[config.mk]
export PLATFORM = sky130hd
export DESIGN_NAME = mcq_top
export DESIGN_NICKNAME = d
export VERILOG_FILES = /design/src/rtl/mcq_pkg.sv /design/src/rtl/mcq_fifo.sv /design/src/rtl/mcq_exec.sv /design/src/rtl/mcq_cpu_stat.sv /design/src/rtl/mcq_top.sv
export SDC_FILE = /design/constraint.sdc
export NUM_CORES = 1
export LEC_CHECK = 0
export ABC_AREA = 1
export ABC_CLOCK_PERIOD_IN_PS = 7100
export BUFFER_PORTS_ARGS = -buffer_cell sky130_fd_sc_hd__clkbuf_2
export CORE_ASPECT_RATIO = 1.1
export CORE_MARGIN = 4
export CORE_UTILIZATION = 46
export CTS_BUF_LIST = sky130_fd_sc_hd__clkbuf_16
export DETAILED_ROUTE_END_ITERATION = 7
export GPL_TIMING_DRIVEN = 0
export PLACE_DENSITY = 0.72
export SLEW_MARGIN = 20
export SYNTH_ARGS = -nofsm -noshare
export SYNTH_HDL_FRONTEND = slang
export SYNTH_SLANG_ARGS = --single-unit
[constraint.sdc]
create_clock -name clk -period 7.1 [get_ports clk]
set_input_delay 0.355 -clock clk [delete_from_list [all_inputs] [get_ports clk]]
set_output_delay 0.355 -clock clk [all_outputs]
set_load 0.02 [all_outputs]
[src/rtl/mcq_pkg.sv]
package mcq_pkg;
   localparam int BUS_W = 32;

   // register indices seen on the bus
   typedef enum logic [2:0] {
      RG_MODE   = 3'd0,
      RG_ADDR   = 3'd1,
      RG_SIZE   = 3'd2,
      RG_WAYS   = 3'd3,
      RG_SETRES = 3'd4,
      RG_DONE   = 3'd5,
      RG_PRIM   = 3'd6,
      RG_NONE   = 3'd7
   } reg_e;

   // mode word fields
   localparam int MB_NOTIFY   = 15;
   localparam int MB_SCOPE_LO = 17;
   localparam int MB_TGT_LO   = 21;
   localparam logic [1:0] SCOPE_RANGE = 2'd0;
   localparam logic [1:0] TGT_WAY     = 2'd2;

   // primitive codes
   localparam logic [BUS_W-1:0] PRIM_SYNC = 32'd8;
   localparam logic [BUS_W-1:0] PRIM_PFB  = 32'd9;

   // completion status bit used by the clear write
   localparam int ST_END = 2;
endpackage

[src/rtl/mcq_fifo.sv]
module mcq_fifo #(
   parameter int W     = 8,
   parameter int DEPTH = 4
) (
   input  logic         clk,
   input  logic         rst_n,
   input  logic         push,
   input  logic         pop,
   input  logic [W-1:0] din,
   output logic [W-1:0] head,
   output logic         empty,
   output logic         full
);
   localparam int PW = (DEPTH > 1) ? $clog2(DEPTH) : 1;
   localparam int CW = $clog2(DEPTH + 1);

   logic [W-1:0]  mem [DEPTH];
   logic [PW-1:0] rp, wp;
   logic [CW-1:0] cnt;

   function automatic logic [PW-1:0] bump(input logic [PW-1:0] p);
      return (p == PW'(DEPTH - 1)) ? '0 : p + 1'b1;
   endfunction

   always_ff @(posedge clk or negedge rst_n) begin
      if (!rst_n) begin
         rp  <= '0;
         wp  <= '0;
         cnt <= '0;
      end else begin
         if (push) wp <= bump(wp);
         if (pop)  rp <= bump(rp);
         cnt <= cnt + CW'(push) - CW'(pop);
      end
   end

   always_ff @(posedge clk) begin
      if (push) mem[wp] <= din;
   end

   assign head  = mem[rp];
   assign empty = (cnt == '0);
   assign full  = (cnt == CW'(DEPTH));
endmodule

[src/rtl/mcq_exec.sv]
module mcq_exec #(
   parameter int W = 8
) (
   input  logic         clk,
   input  logic         rst_n,
   input  logic         avail,
   input  logic [W-1:0] head,
   input  logic         done,
   output logic         take,
   output logic         busy,
   output logic         fin,
   output logic [W-1:0] cur
);
   assign take = avail && !busy;
   assign fin  = busy && done;

   always_ff @(posedge clk or negedge rst_n) begin
      if (!rst_n) begin
         busy <= 1'b0;
         cur  <= '0;
      end else if (take) begin
         busy <= 1'b1;
         cur  <= head;
      end else if (fin) begin
         busy <= 1'b0;
      end
   end
endmodule

[src/rtl/mcq_cpu_stat.sv]
module mcq_cpu_stat #(
   parameter int DEPTH = 4
) (
   input  logic       clk,
   input  logic       rst_n,
   input  logic       q_in,
   input  logic       q_out,
   input  logic       run_me,
   input  logic       end_set,
   input  logic       end_clr,
   input  logic       fail_set,
   input  logic       res_take,
   output logic       oe_pend,
   output logic [2:0] stat
);
   localparam int CW = $clog2(DEPTH + 1);

   logic [CW-1:0] qcnt;
   logic          ef;

   always_ff @(posedge clk or negedge rst_n) begin
      if (!rst_n) begin
         qcnt    <= '0;
         ef      <= 1'b0;
         oe_pend <= 1'b0;
      end else begin
         qcnt <= qcnt + CW'(q_in) - CW'(q_out);
         // a set arriving with a clear wins
         if (end_set)      ef <= 1'b1;
         else if (end_clr) ef <= 1'b0;
         // the read returns the result and clears it
         if (res_take)      oe_pend <= 1'b0;
         else if (fail_set) oe_pend <= 1'b1;
      end
   end

   assign stat = {ef, run_me, (qcnt != '0)};
endmodule

[src/rtl/mcq_top.sv]
module mcq_top
   import mcq_pkg::*;
#(
   parameter int NCPU  = 2,
   parameter int DEPTH = 4,
   parameter int AW    = 32,
   parameter int WAY_W = 8,
   localparam int CPU_W = (NCPU > 1) ? $clog2(NCPU) : 1
) (
   input  logic             clk,
   input  logic             rst_n,
   input  logic             bus_en,
   input  logic             bus_wr,
   input  logic [CPU_W-1:0] bus_cpu,
   input  logic [2:0]       bus_reg,
   input  logic [BUS_W-1:0] bus_wdata,
   output logic             rd_valid,
   output logic [BUS_W-1:0] rd_data,
   output logic             ex_req,
   output logic [CPU_W-1:0] ex_cpu,
   output logic [BUS_W-1:0] ex_mode,
   output logic [AW-1:0]    ex_addr,
   output logic [AW-1:0]    ex_size,
   output logic [WAY_W-1:0] ex_ways,
   input  logic             ex_done,
   output logic             sync_pulse,
   output logic             pfb_flush
);
   // elaboration-time parameter checks
   if (NCPU < 1)               begin : g_bad_ncpu  $error("NCPU must be at least 1"); end
   if (DEPTH < 2)              begin : g_bad_depth $error("DEPTH must be at least 2"); end
   if (AW < 1 || AW > BUS_W)   begin : g_bad_aw    $error("AW must lie in 1..32"); end
   if (WAY_W < 1 || WAY_W > BUS_W) begin : g_bad_way $error("WAY_W must lie in 1..32"); end

   typedef struct packed {
      logic [CPU_W-1:0] cpu;
      logic [BUS_W-1:0] mode;
      logic [AW-1:0]    addr;
      logic [AW-1:0]    size;
      logic [WAY_W-1:0] ways;
   } ent_t;
   localparam int EW = $bits(ent_t);

   reg_e rsel;
   logic wr_any, rd_any, is_own, mode_ok, wr_mode, wr_stg, commit, push;
   logic fail_oth, q_full, q_empty, take, busy, fin, cpu_ok;
   logic own_v;
   logic [CPU_W-1:0] own_id;
   logic [BUS_W-1:0] stg_mode;
   logic [AW-1:0]    stg_addr, stg_size;
   logic [WAY_W-1:0] stg_ways;
   logic sync_pend;
   ent_t new_e, head_e, cur_e;
   logic [EW-1:0] head_v, cur_v;
   logic          oe_v [NCPU];
   logic [2:0]    st_v [NCPU];
   logic [BUS_W-1:0] rnext;

   assign rsel     = reg_e'(bus_reg);
   assign wr_any   = bus_en && bus_wr;
   assign rd_any   = bus_en && !bus_wr;
   assign is_own   = own_v && (own_id == bus_cpu);
   assign mode_ok  = !own_v || is_own;
   assign wr_mode  = wr_any && (rsel == RG_MODE);
   assign wr_stg   = wr_any && (rsel == RG_ADDR || rsel == RG_SIZE || rsel == RG_WAYS);
   assign commit   = rd_any && (rsel == RG_SETRES) && is_own;
   assign push     = commit && !q_full;
   assign fail_oth = (wr_mode && !mode_ok) || (wr_stg && !is_own);
   assign cpu_ok   = (int'(bus_cpu) < NCPU);

   // staging and ownership
   always_ff @(posedge clk or negedge rst_n) begin
      if (!rst_n) begin
         own_v    <= 1'b0;
         own_id   <= '0;
         stg_mode <= '0;
         stg_addr <= '0;
         stg_size <= '0;
         stg_ways <= '0;
      end else begin
         if (wr_mode && mode_ok) begin
            own_v    <= 1'b1;
            own_id   <= bus_cpu;
            stg_mode <= bus_wdata;
            if (!own_v) begin
               stg_addr <= '0;
               stg_size <= '0;
               stg_ways <= '0;
            end
         end else if (commit) begin
            own_v <= 1'b0;
         end
         if (wr_stg && is_own) begin
            case (rsel)
               RG_ADDR: stg_addr <= bus_wdata[AW-1:0];
               RG_SIZE: stg_size <= bus_wdata[AW-1:0];
               RG_WAYS: stg_ways <= bus_wdata[WAY_W-1:0];
               default: ;
            endcase
         end
      end
   end

   // fields that the scope and target do not use are zeroed
   always_comb begin
      new_e.cpu  = own_id;
      new_e.mode = stg_mode;
      new_e.addr = (stg_mode[MB_SCOPE_LO+:2] == SCOPE_RANGE) ? stg_addr : '0;
      new_e.size = (stg_mode[MB_SCOPE_LO+:2] == SCOPE_RANGE) ? stg_size : '0;
      new_e.ways = (stg_mode[MB_TGT_LO+:2] == TGT_WAY) ? stg_ways : '0;
   end

   mcq_fifo #(.W(EW), .DEPTH(DEPTH)) u_fifo (
      .clk(clk), .rst_n(rst_n), .push(push), .pop(take), .din(EW'(new_e)),
      .head(head_v), .empty(q_empty), .full(q_full)
   );

   mcq_exec #(.W(EW)) u_exec (
      .clk(clk), .rst_n(rst_n), .avail(!q_empty), .head(head_v), .done(ex_done),
      .take(take), .busy(busy), .fin(fin), .cur(cur_v)
   );

   assign head_e = ent_t'(head_v);
   assign cur_e  = ent_t'(cur_v);

   for (genvar i = 0; i < NCPU; i++) begin : g_cpu
      logic me, mine_cur;
      assign me       = (bus_cpu == CPU_W'(i));
      assign mine_cur = (cur_e.cpu == CPU_W'(i));
      mcq_cpu_stat #(.DEPTH(DEPTH)) u_stat (
         .clk(clk), .rst_n(rst_n),
         .q_in(push && (own_id == CPU_W'(i))),
         .q_out(take && (head_e.cpu == CPU_W'(i))),
         .run_me(busy && mine_cur),
         .end_set(fin && mine_cur && cur_e.mode[MB_NOTIFY]),
         .end_clr(wr_any && (rsel == RG_DONE) && me && bus_wdata[ST_END]),
         .fail_set(fail_oth && me),
         .res_take(rd_any && (rsel == RG_SETRES) && me),
         .oe_pend(oe_v[i]), .stat(st_v[i])
      );
   end

   // read mux
   always_comb begin
      rnext = '0;
      if (cpu_ok) begin
         case (rsel)
            RG_SETRES: rnext = {{(BUS_W-2){1'b0}}, (is_own && q_full), oe_v[bus_cpu]};
            RG_DONE:   rnext = {{(BUS_W-3){1'b0}}, st_v[bus_cpu]};
            RG_PRIM:   rnext = {{(BUS_W-1){1'b0}}, sync_pend};
            default:   rnext = '0;
         endcase
      end
   end

   always_ff @(posedge clk or negedge rst_n) begin
      if (!rst_n) begin
         rd_valid   <= 1'b0;
         rd_data    <= '0;
         sync_pulse <= 1'b0;
         pfb_flush  <= 1'b0;
         sync_pend  <= 1'b0;
      end else begin
         rd_valid   <= rd_any;
         rd_data    <= rnext;
         sync_pulse <= wr_any && (rsel == RG_PRIM) && (bus_wdata == PRIM_SYNC);
         pfb_flush  <= wr_any && (rsel == RG_PRIM) && (bus_wdata == PRIM_PFB);
         if (wr_any && (rsel == RG_PRIM) && (bus_wdata == PRIM_SYNC)) sync_pend <= 1'b1;
         else if (q_empty && !busy)                                 sync_pend <= 1'b0;
      end
   end

   assign ex_req  = busy;
   assign ex_cpu  = cur_e.cpu;
   assign ex_mode = cur_e.mode;
   assign ex_addr = cur_e.addr;
   assign ex_size = cur_e.size;
   assign ex_ways = cur_e.ways;
endmodule

==> impl_metrics.csv, run 1 <==
group,metric,value,unit
floorplan,rows,91,
yosys,synthFlopType,"edfxtp_1",
place,gp_congestion,0.885,
critical_path,endpoint_kind,"register",
critical_path,path_max_fanout,10,
critical_path,slowest_delay,500,ps
critical_path,critPathSlowestCell,"nand2_2",
clock_network,cts.sinks,656,
sta,worstMarginPinSlew,717,ps
final_layout,fin_cells,3472,
clock_network,clkLatencyLatePin,620,ps
sta,hold_viol,0,
clock_network,cts_tree,"built",
status,status,"completed",
critical_path,path_cells,"inv_1 > nand3_1 > nand2_2 > inv_1 > buf_2 > buf_2 > ha_1 > inv_1 > ha_1 > fa_1 > xor2_1",
critical_path,start_kind,"register",
route,vias_per_cell,5.38,
critical_path,cpMostUsedCell,"inv_1",
place,dp.cells,3351,
critical_path,crit_type,"reg2reg",
global_route,track_usage,22.0,%
clock_network,post_cts_buffers,0,
route,dr_wl_met3,5.58,mm
sta,fmax,0.320,GHz
flow_run,drv_cap,0,
place,place_ws,3950,ps
clock_network,clockBufferDepth,3,
yosys,synth_cell_types,34,
power_and_ir_drop,ir_drop,0.000257,V
yosys,synthesis.area,0.0264,sq mm
final_layout,layout.nets,2731,
final_layout,mostFrequentLayoutCell,"nand2_1",
clock_network,h-tree-depth,2,
floorplan,fp.dieW,237,um
critical_path,rr_worst_depth,11,
final_layout,multi_input_area,0.00658,sq mm
power_and_ir_drop,leakage,13.1,nW
min_path,holdPathStages,3,
yosys,ys_ff_latch,656,
floorplan,die_height,259,um
final_layout,n_fill_cell,4772,
final_layout,final_util,54.6,%
clock_network,cts-root-buf,"clkbuf_16",
critical_path,cp.required,7600,ps
final_layout,most-common-layout-cells,"557 x nand2_1, 420 x edfxtp_1, 387 x nor2_1",
yosys,ys_async_sr_fraction,36.0,%
global_route,grt_pass1_vias,18404,
place,io_buffers,151,
yosys,yosys_warnings,0,
route,route.detailed.drc,0,
sta,min_period_over_period,44.0,%
route,wl,69.5,mm
final_layout,area.growth.synth_to_final,16.7,%
global_route,antenna_found_initial,3,
power_and_ir_drop,powerDensity,422,mW/mm^2
global_route,grt_overflow,0,
yosys,synth_area_per_cell,11.0,sq um
clock_network,cts_inserted_buffers,61,
floorplan,initial_utilization,46.8,%
floorplan,dieArea,0.0614,sq mm
yosys,seq_area_frac_synth,70.1,%
route,wl_met1,27.8,mm
yosys,syn_inst,2405,
clock_network,clkTransAtPathRegs,70,ps
route,met2_wirelength,33.9,mm
route,dr.pass1.iters,5,
clock_network,cts_resized,0,
critical_path,reg2reg_from,"u_fifo.cnt[1]",
final_layout,drive_above_1_share,14.7,%
global_route,grt_pass1_wl,105,mm
critical_path,crit_start,"u_fifo.cnt[1]",
critical_path,cp-endpoint,"u_fifo.cnt[2]",
sta,rsz0062_at_grt,"false",
route,ant_nets,0,
sta,fin_skew,17.7,ps
critical_path,rrSetupSlack,3980,ps
sta,drv_slew,0,
yosys,synth-edff-count,420,
route,post_drt_wl_per_cell,20.0,um
sta,relSlewSlack,52.2,%
clock_network,postCtsHoldBufs,6,
place,dp_hpwl,47.0,mm
critical_path,rr_endpoint,"u_fifo.cnt[2]",
sta,setup_viol_count_final,0,
floorplan,io_pins,182,
route,vias,18670,
floorplan,core_area,0.0565,sq mm
sta,setup_slack,3980,ps
route,highest_layer,"met5",
final_layout,regArea,0.0185,sq mm
sta,min_period,3120,ps
sta,fin_tns_setup,0,ps
global_route,grt_max_degree,88,
min_path,hold_class,"in2reg",
critical_path,cp_data_arrival_time,3620,ps
route,drt_iter0_drc,1882,
[synthesized netlist by cell type, types with 4 or more instances]
| cell type | count | area share, % |
|---|---|---|
| a21oi_1 | 5 | 0.095 |
| buf_2 | 38 | 0.72 |
| buf_4 | 60 | 1.7 |
| clkbuf_1 | 67 | 0.95 |
| dfrtp_1 | 236 | 22 |
| edfxtp_1 | 420 | 48 |
| ha_1 | 11 | 0.52 |
| inv_1 | 132 | 1.9 |
| inv_2 | 7 | 0.099 |
| nand2_1 | 557 | 7.9 |
| nand3_1 | 19 | 0.36 |
| nand4_1 | 75 | 1.8 |
| nor2_1 | 391 | 5.6 |
| nor2_2 | 4 | 0.095 |
| nor3_1 | 4 | 0.076 |
| o21ai_0 | 210 | 4.0 |
| o21ai_1 | 35 | 0.66 |
| o22ai_1 | 104 | 2.5 |
| xnor2_1 | 4 | 0.13 |
[cells by family after synthesis]
| logic type | count (synthesis) | share of synthesized area [%] |
|---|---|---|
| AND/OR/NAND/NOR | 1061 | 16.2 |
| flip-flops | 656 | 70.1 |
| AO/OA/AOI/OAI | 356 | 7.25 |
| buffers and inverters | 311 | 5.54 |
| adder cells (fa/ha/maj) | 14 | 0.748 |
| XOR/XNOR | 6 | 0.199 |
| other | 1 | 0.0142 |
[critical path: cells and delay by family (launching register included)]
kind                     cells  cell delay [ps]
XOR/XNOR                     1              170
adder cells (fa/ha/maj)      3              900
buffers and inverters        5              900
flip-flops                   1              400
AND/OR/NAND/NOR              2              630
[area by class of cell]
cell class | count | share of cell area (%)
Clock buffer | 66 | 5.35
Timing Repair Buffer | 180 | 4.43
Clock inverter | 47 | 1.05
Tap cell | 744 | 3.02
Antenna cell | 2 | 0.0162
Multi-Input combinational cell | 1466 | 21.3
Buffer | 170 | 3.03
Sequential cell | 656 | 60.0
Inverter | 141 | 1.72
[stage by stage]
step | instance area (sq um) | power (mW) | hold slack, ps
4_1_cts | 30800 | 13.1 | 21.3
6_report | 30800 | 13.0 | 56.2
3_3_place_gp | 28200 | 9.68 | 458
2_1_floorplan | 26500 | 8.19 | 59.4
3_5_place_dp | 28800 | 9.85 | 372
5_1_grt | 30800 | 13.8 | 67.0
[flip-flops by register name, indices dropped and copies added, names as in the netlist, 3 cells and up]
register / flops
stg_addr: 32
u_fifo.mem: 420
stg_size: 32
stg_mode: 32
g_cpu.u_stat.qcnt: 6
u_exec.cur: 105
rd_data: 3
u_fifo.cnt: 3
stg_ways: 8
[where the power goes]
| group | internal (mW) | leakage, nW | switching [mW] | total, mW |
|---|---|---|---|---|
| Sequential | 5.00 | 6.66 | 0.387 | 5.38 |
| Combinational | 1.28 | 5.37 | 3.13 | 4.41 |
| Clock | 1.82 | 1.05 | 1.41 | 3.23 |
| Total | 8.09 | 13.1 | 4.93 | 13.0 |
[routing by layer]
metal,track usage [%],vias to the layer above
met1,29.2,9132
met3,4.32,158
li1,-,8604
met4,7.83,2
met5,0,-
met2,36.5,774
[worst min path at each step]
stage                                  start  slack [ps]            endpoint
after floorplan                        rst_n          60  g_cpu[0].u_stat.ef
after global placement    g_cpu[1].u_stat.ef         460  g_cpu[1].u_stat.ef
after detailed placement               rst_n         370      u_exec.cur[82]
after CTS                            bus_cpu          20          rd_data[2]
after global routing                 bus_cpu          70              own_id
final                                bus_cpu          60              own_id
Note: power is estimated with default switching activity, not from simulation.
==> run 2: changes to the inputs <==
- ABC_CLOCK_PERIOD_IN_PS: 7100 -> 3100
- clock period: 7.1 -> 3.1 ns (I/O delays scaled with it)
==> run 2 against run 1 <==
Against the previous run: cell count increased by 1.2%; combinational power increased by 130%; core utilization grew 0.63 points; sequential power up 130%; clock skew increased by 1.5 ps; power rose by 130%; worst setup slack got worse by 3800 ps; largest cell class unchanged; highest routed layer is now met4.
==> impl_metrics.csv, run 2 (synthesized netlist as in run 1, its figures left out) <==
group,metric,value,unit
route,wl,70.0,mm
route,drt_iter0_drc,1914,
power_and_ir_drop,ir_drop,0.000546,V
route,vias_per_cell,5.37,
floorplan,rows,91,
critical_path,crit_type,"reg2reg",
critical_path,start_kind,"register",
critical_path,rr_endpoint,"u_fifo.cnt[2]",
place,dp_hpwl,46.9,mm
critical_path,rrSetupSlack,190,ps
floorplan,io_pins,182,
power_and_ir_drop,powerDensity,947,mW/mm^2
final_layout,layout.nets,2771,
place,io_buffers,151,
route,ant_nets,0,
floorplan,dieArea,0.0614,sq mm
critical_path,cpMostUsedCell,"inv_1",
route,vias,18886,
power_and_ir_drop,fin_total_pwr,29.6,mW
status,status,"completed",
place,gp_congestion,0.895,
critical_path,endpoint_kind,"register",
critical_path,path_cells,"inv_1 > nand3_1 > nand2_8 > inv_1 > clkbuf_4 > buf_2 > ha_1 > inv_1 > ha_1 > fa_1 > xor2_1",
sta,drv_slew,0,
sta,setup_slack,187,ps
clock_network,cts-root-buf,"clkbuf_16",
clock_network,cts.sinks,656,
final_layout,top_regs,"u_fifo.mem (420), u_exec.cur (105)",
critical_path,reg2reg_from,"u_fifo.cnt[1]",
final_layout,drive_above_1_share,14.2,%
flow_run,drv_cap,0,
sta,hold_viol,0,
min_path,hold_class,"in2async",
global_route,antenna_found_initial,1,
sta,min_period_over_period,94.0,%
critical_path,path_max_fanout,10,
sta,min_period,2910,ps
critical_path,slowest_delay,400,ps
clock_network,cts_inserted_buffers,61,
sta,relSlewSlack,52.3,%
floorplan,core_area,0.0565,sq mm
final_layout,largest_reg_flops,420,
global_route,track_usage,22.4,%
final_layout,area.growth.synth_to_final,18.1,%
critical_path,crit_start,"u_fifo.cnt[1]",
clock_network,clkLatencyLatePin,640,ps
global_route,grt_max_degree,90,
final_layout,top_register,"u_fifo.mem",
sta,rsz0062_at_grt,"false",
critical_path,cp.required,3600,ps
global_route,grt_pass1_wl,107,mm
route,route.detailed.drc,0,
sta,worstMarginPinSlew,715,ps
final_layout,mostFrequentLayoutCell,"nand2_1",
sta,whs,43.3,ps
sta,fin_skew,19.2,ps
floorplan,die_height,259,um
sta,fin_tns_setup,0,ps
sta,setup_viol_count_final,0,
floorplan,initial_utilization,46.8,%
critical_path,critPathSlowestCell,"dfrtp_1",
place,place_ws,-67.2,ps
power_and_ir_drop,leakage,13.2,nW
sta,fmax,0.343,GHz
route,dr.pass1.iters,6,
global_route,grt_pass1_vias,18750,
final_layout,final_util,55.3,%
critical_path,rr_worst_depth,11,
critical_path,cp_data_arrival_time,3420,ps
clock_network,clkTransAtPathRegs,60,ps
clock_network,h-tree-depth,2,
final_layout,most-common-layout-cells,"556 x nand2_1, 420 x edfxtp_1, 387 x nor2_1",
route,post_drt_wl_per_cell,19.9,um
floorplan,fp.dieW,237,um
clock_network,clockBufferDepth,3,
global_route,grt_overflow,0,
clock_network,cts_tree,"built",
run 2: repair_timing:
action,in CTS,in global routing
resized for setup,1,3
pin swaps,1,0
hold endpoints to repair,188,0
setup endpoints to repair,22,3
hold buffers,42,0
setup buffers,2,0
run 2: routing by layer:
metal  vias up  GRT usage [%]  wire length, um
met3       167           4.64             6230
met1      9120           29.5            27400
met5         -              0                0
met2       899           37.0            33800
met4         0           8.53             2590
li1       8700              -                -
run 2: how the worst max path moves through the flow:
stage	slack, ps	cells past startpoint	endpoint
final	190	11	u_fifo.cnt[2]
after global routing	50	11	u_fifo.cnt[2]
after CTS	110	11	u_fifo.cnt[2]
after detailed placement	-70	11	u_fifo.cnt[2]
after global placement	-3450	6	u_fifo.mem[3][36]
after floorplan	-1140	6	u_fifo.mem[0][0]
run 2: final cells by class:
class                   instances  area [sq um]
flip-flops and latches        656         18500
clock buffers                  64          1600
well taps                     744           931
plain buffers                 170           936
inverters                     141           532
clock inverters                52           274
fillers                      4633         25300
diodes                          1          2.50
multi-input cells            1466          6600
repair buffers                220          1810
run 2: critical path, delay by kind of cell (launching register included):
family / cells / cell delay [ps]
xor gates and xnor gates: 1 / 170
and+or+nand+nor: 2 / 500
buffers and inverters: 5 / 830
DFF: 1 / 400
adders and majority gates: 3 / 900
run 2: per-stage QoR:
step           area (sq um)  instances
3_5_place_dp          28900       3353
5_1_grt               31200       3513
2_1_floorplan         26500       2433
4_1_cts               31200       3513
6_report              31200       3514
3_3_place_gp          28200       3328
run 2: power by group:
| group | switching [mW] | internal (mW) |
|---|---|---|
| clock | 3.23 | 3.81 |
| combinational | 7.22 | 2.98 |
| sequential | 0.887 | 11.4 |
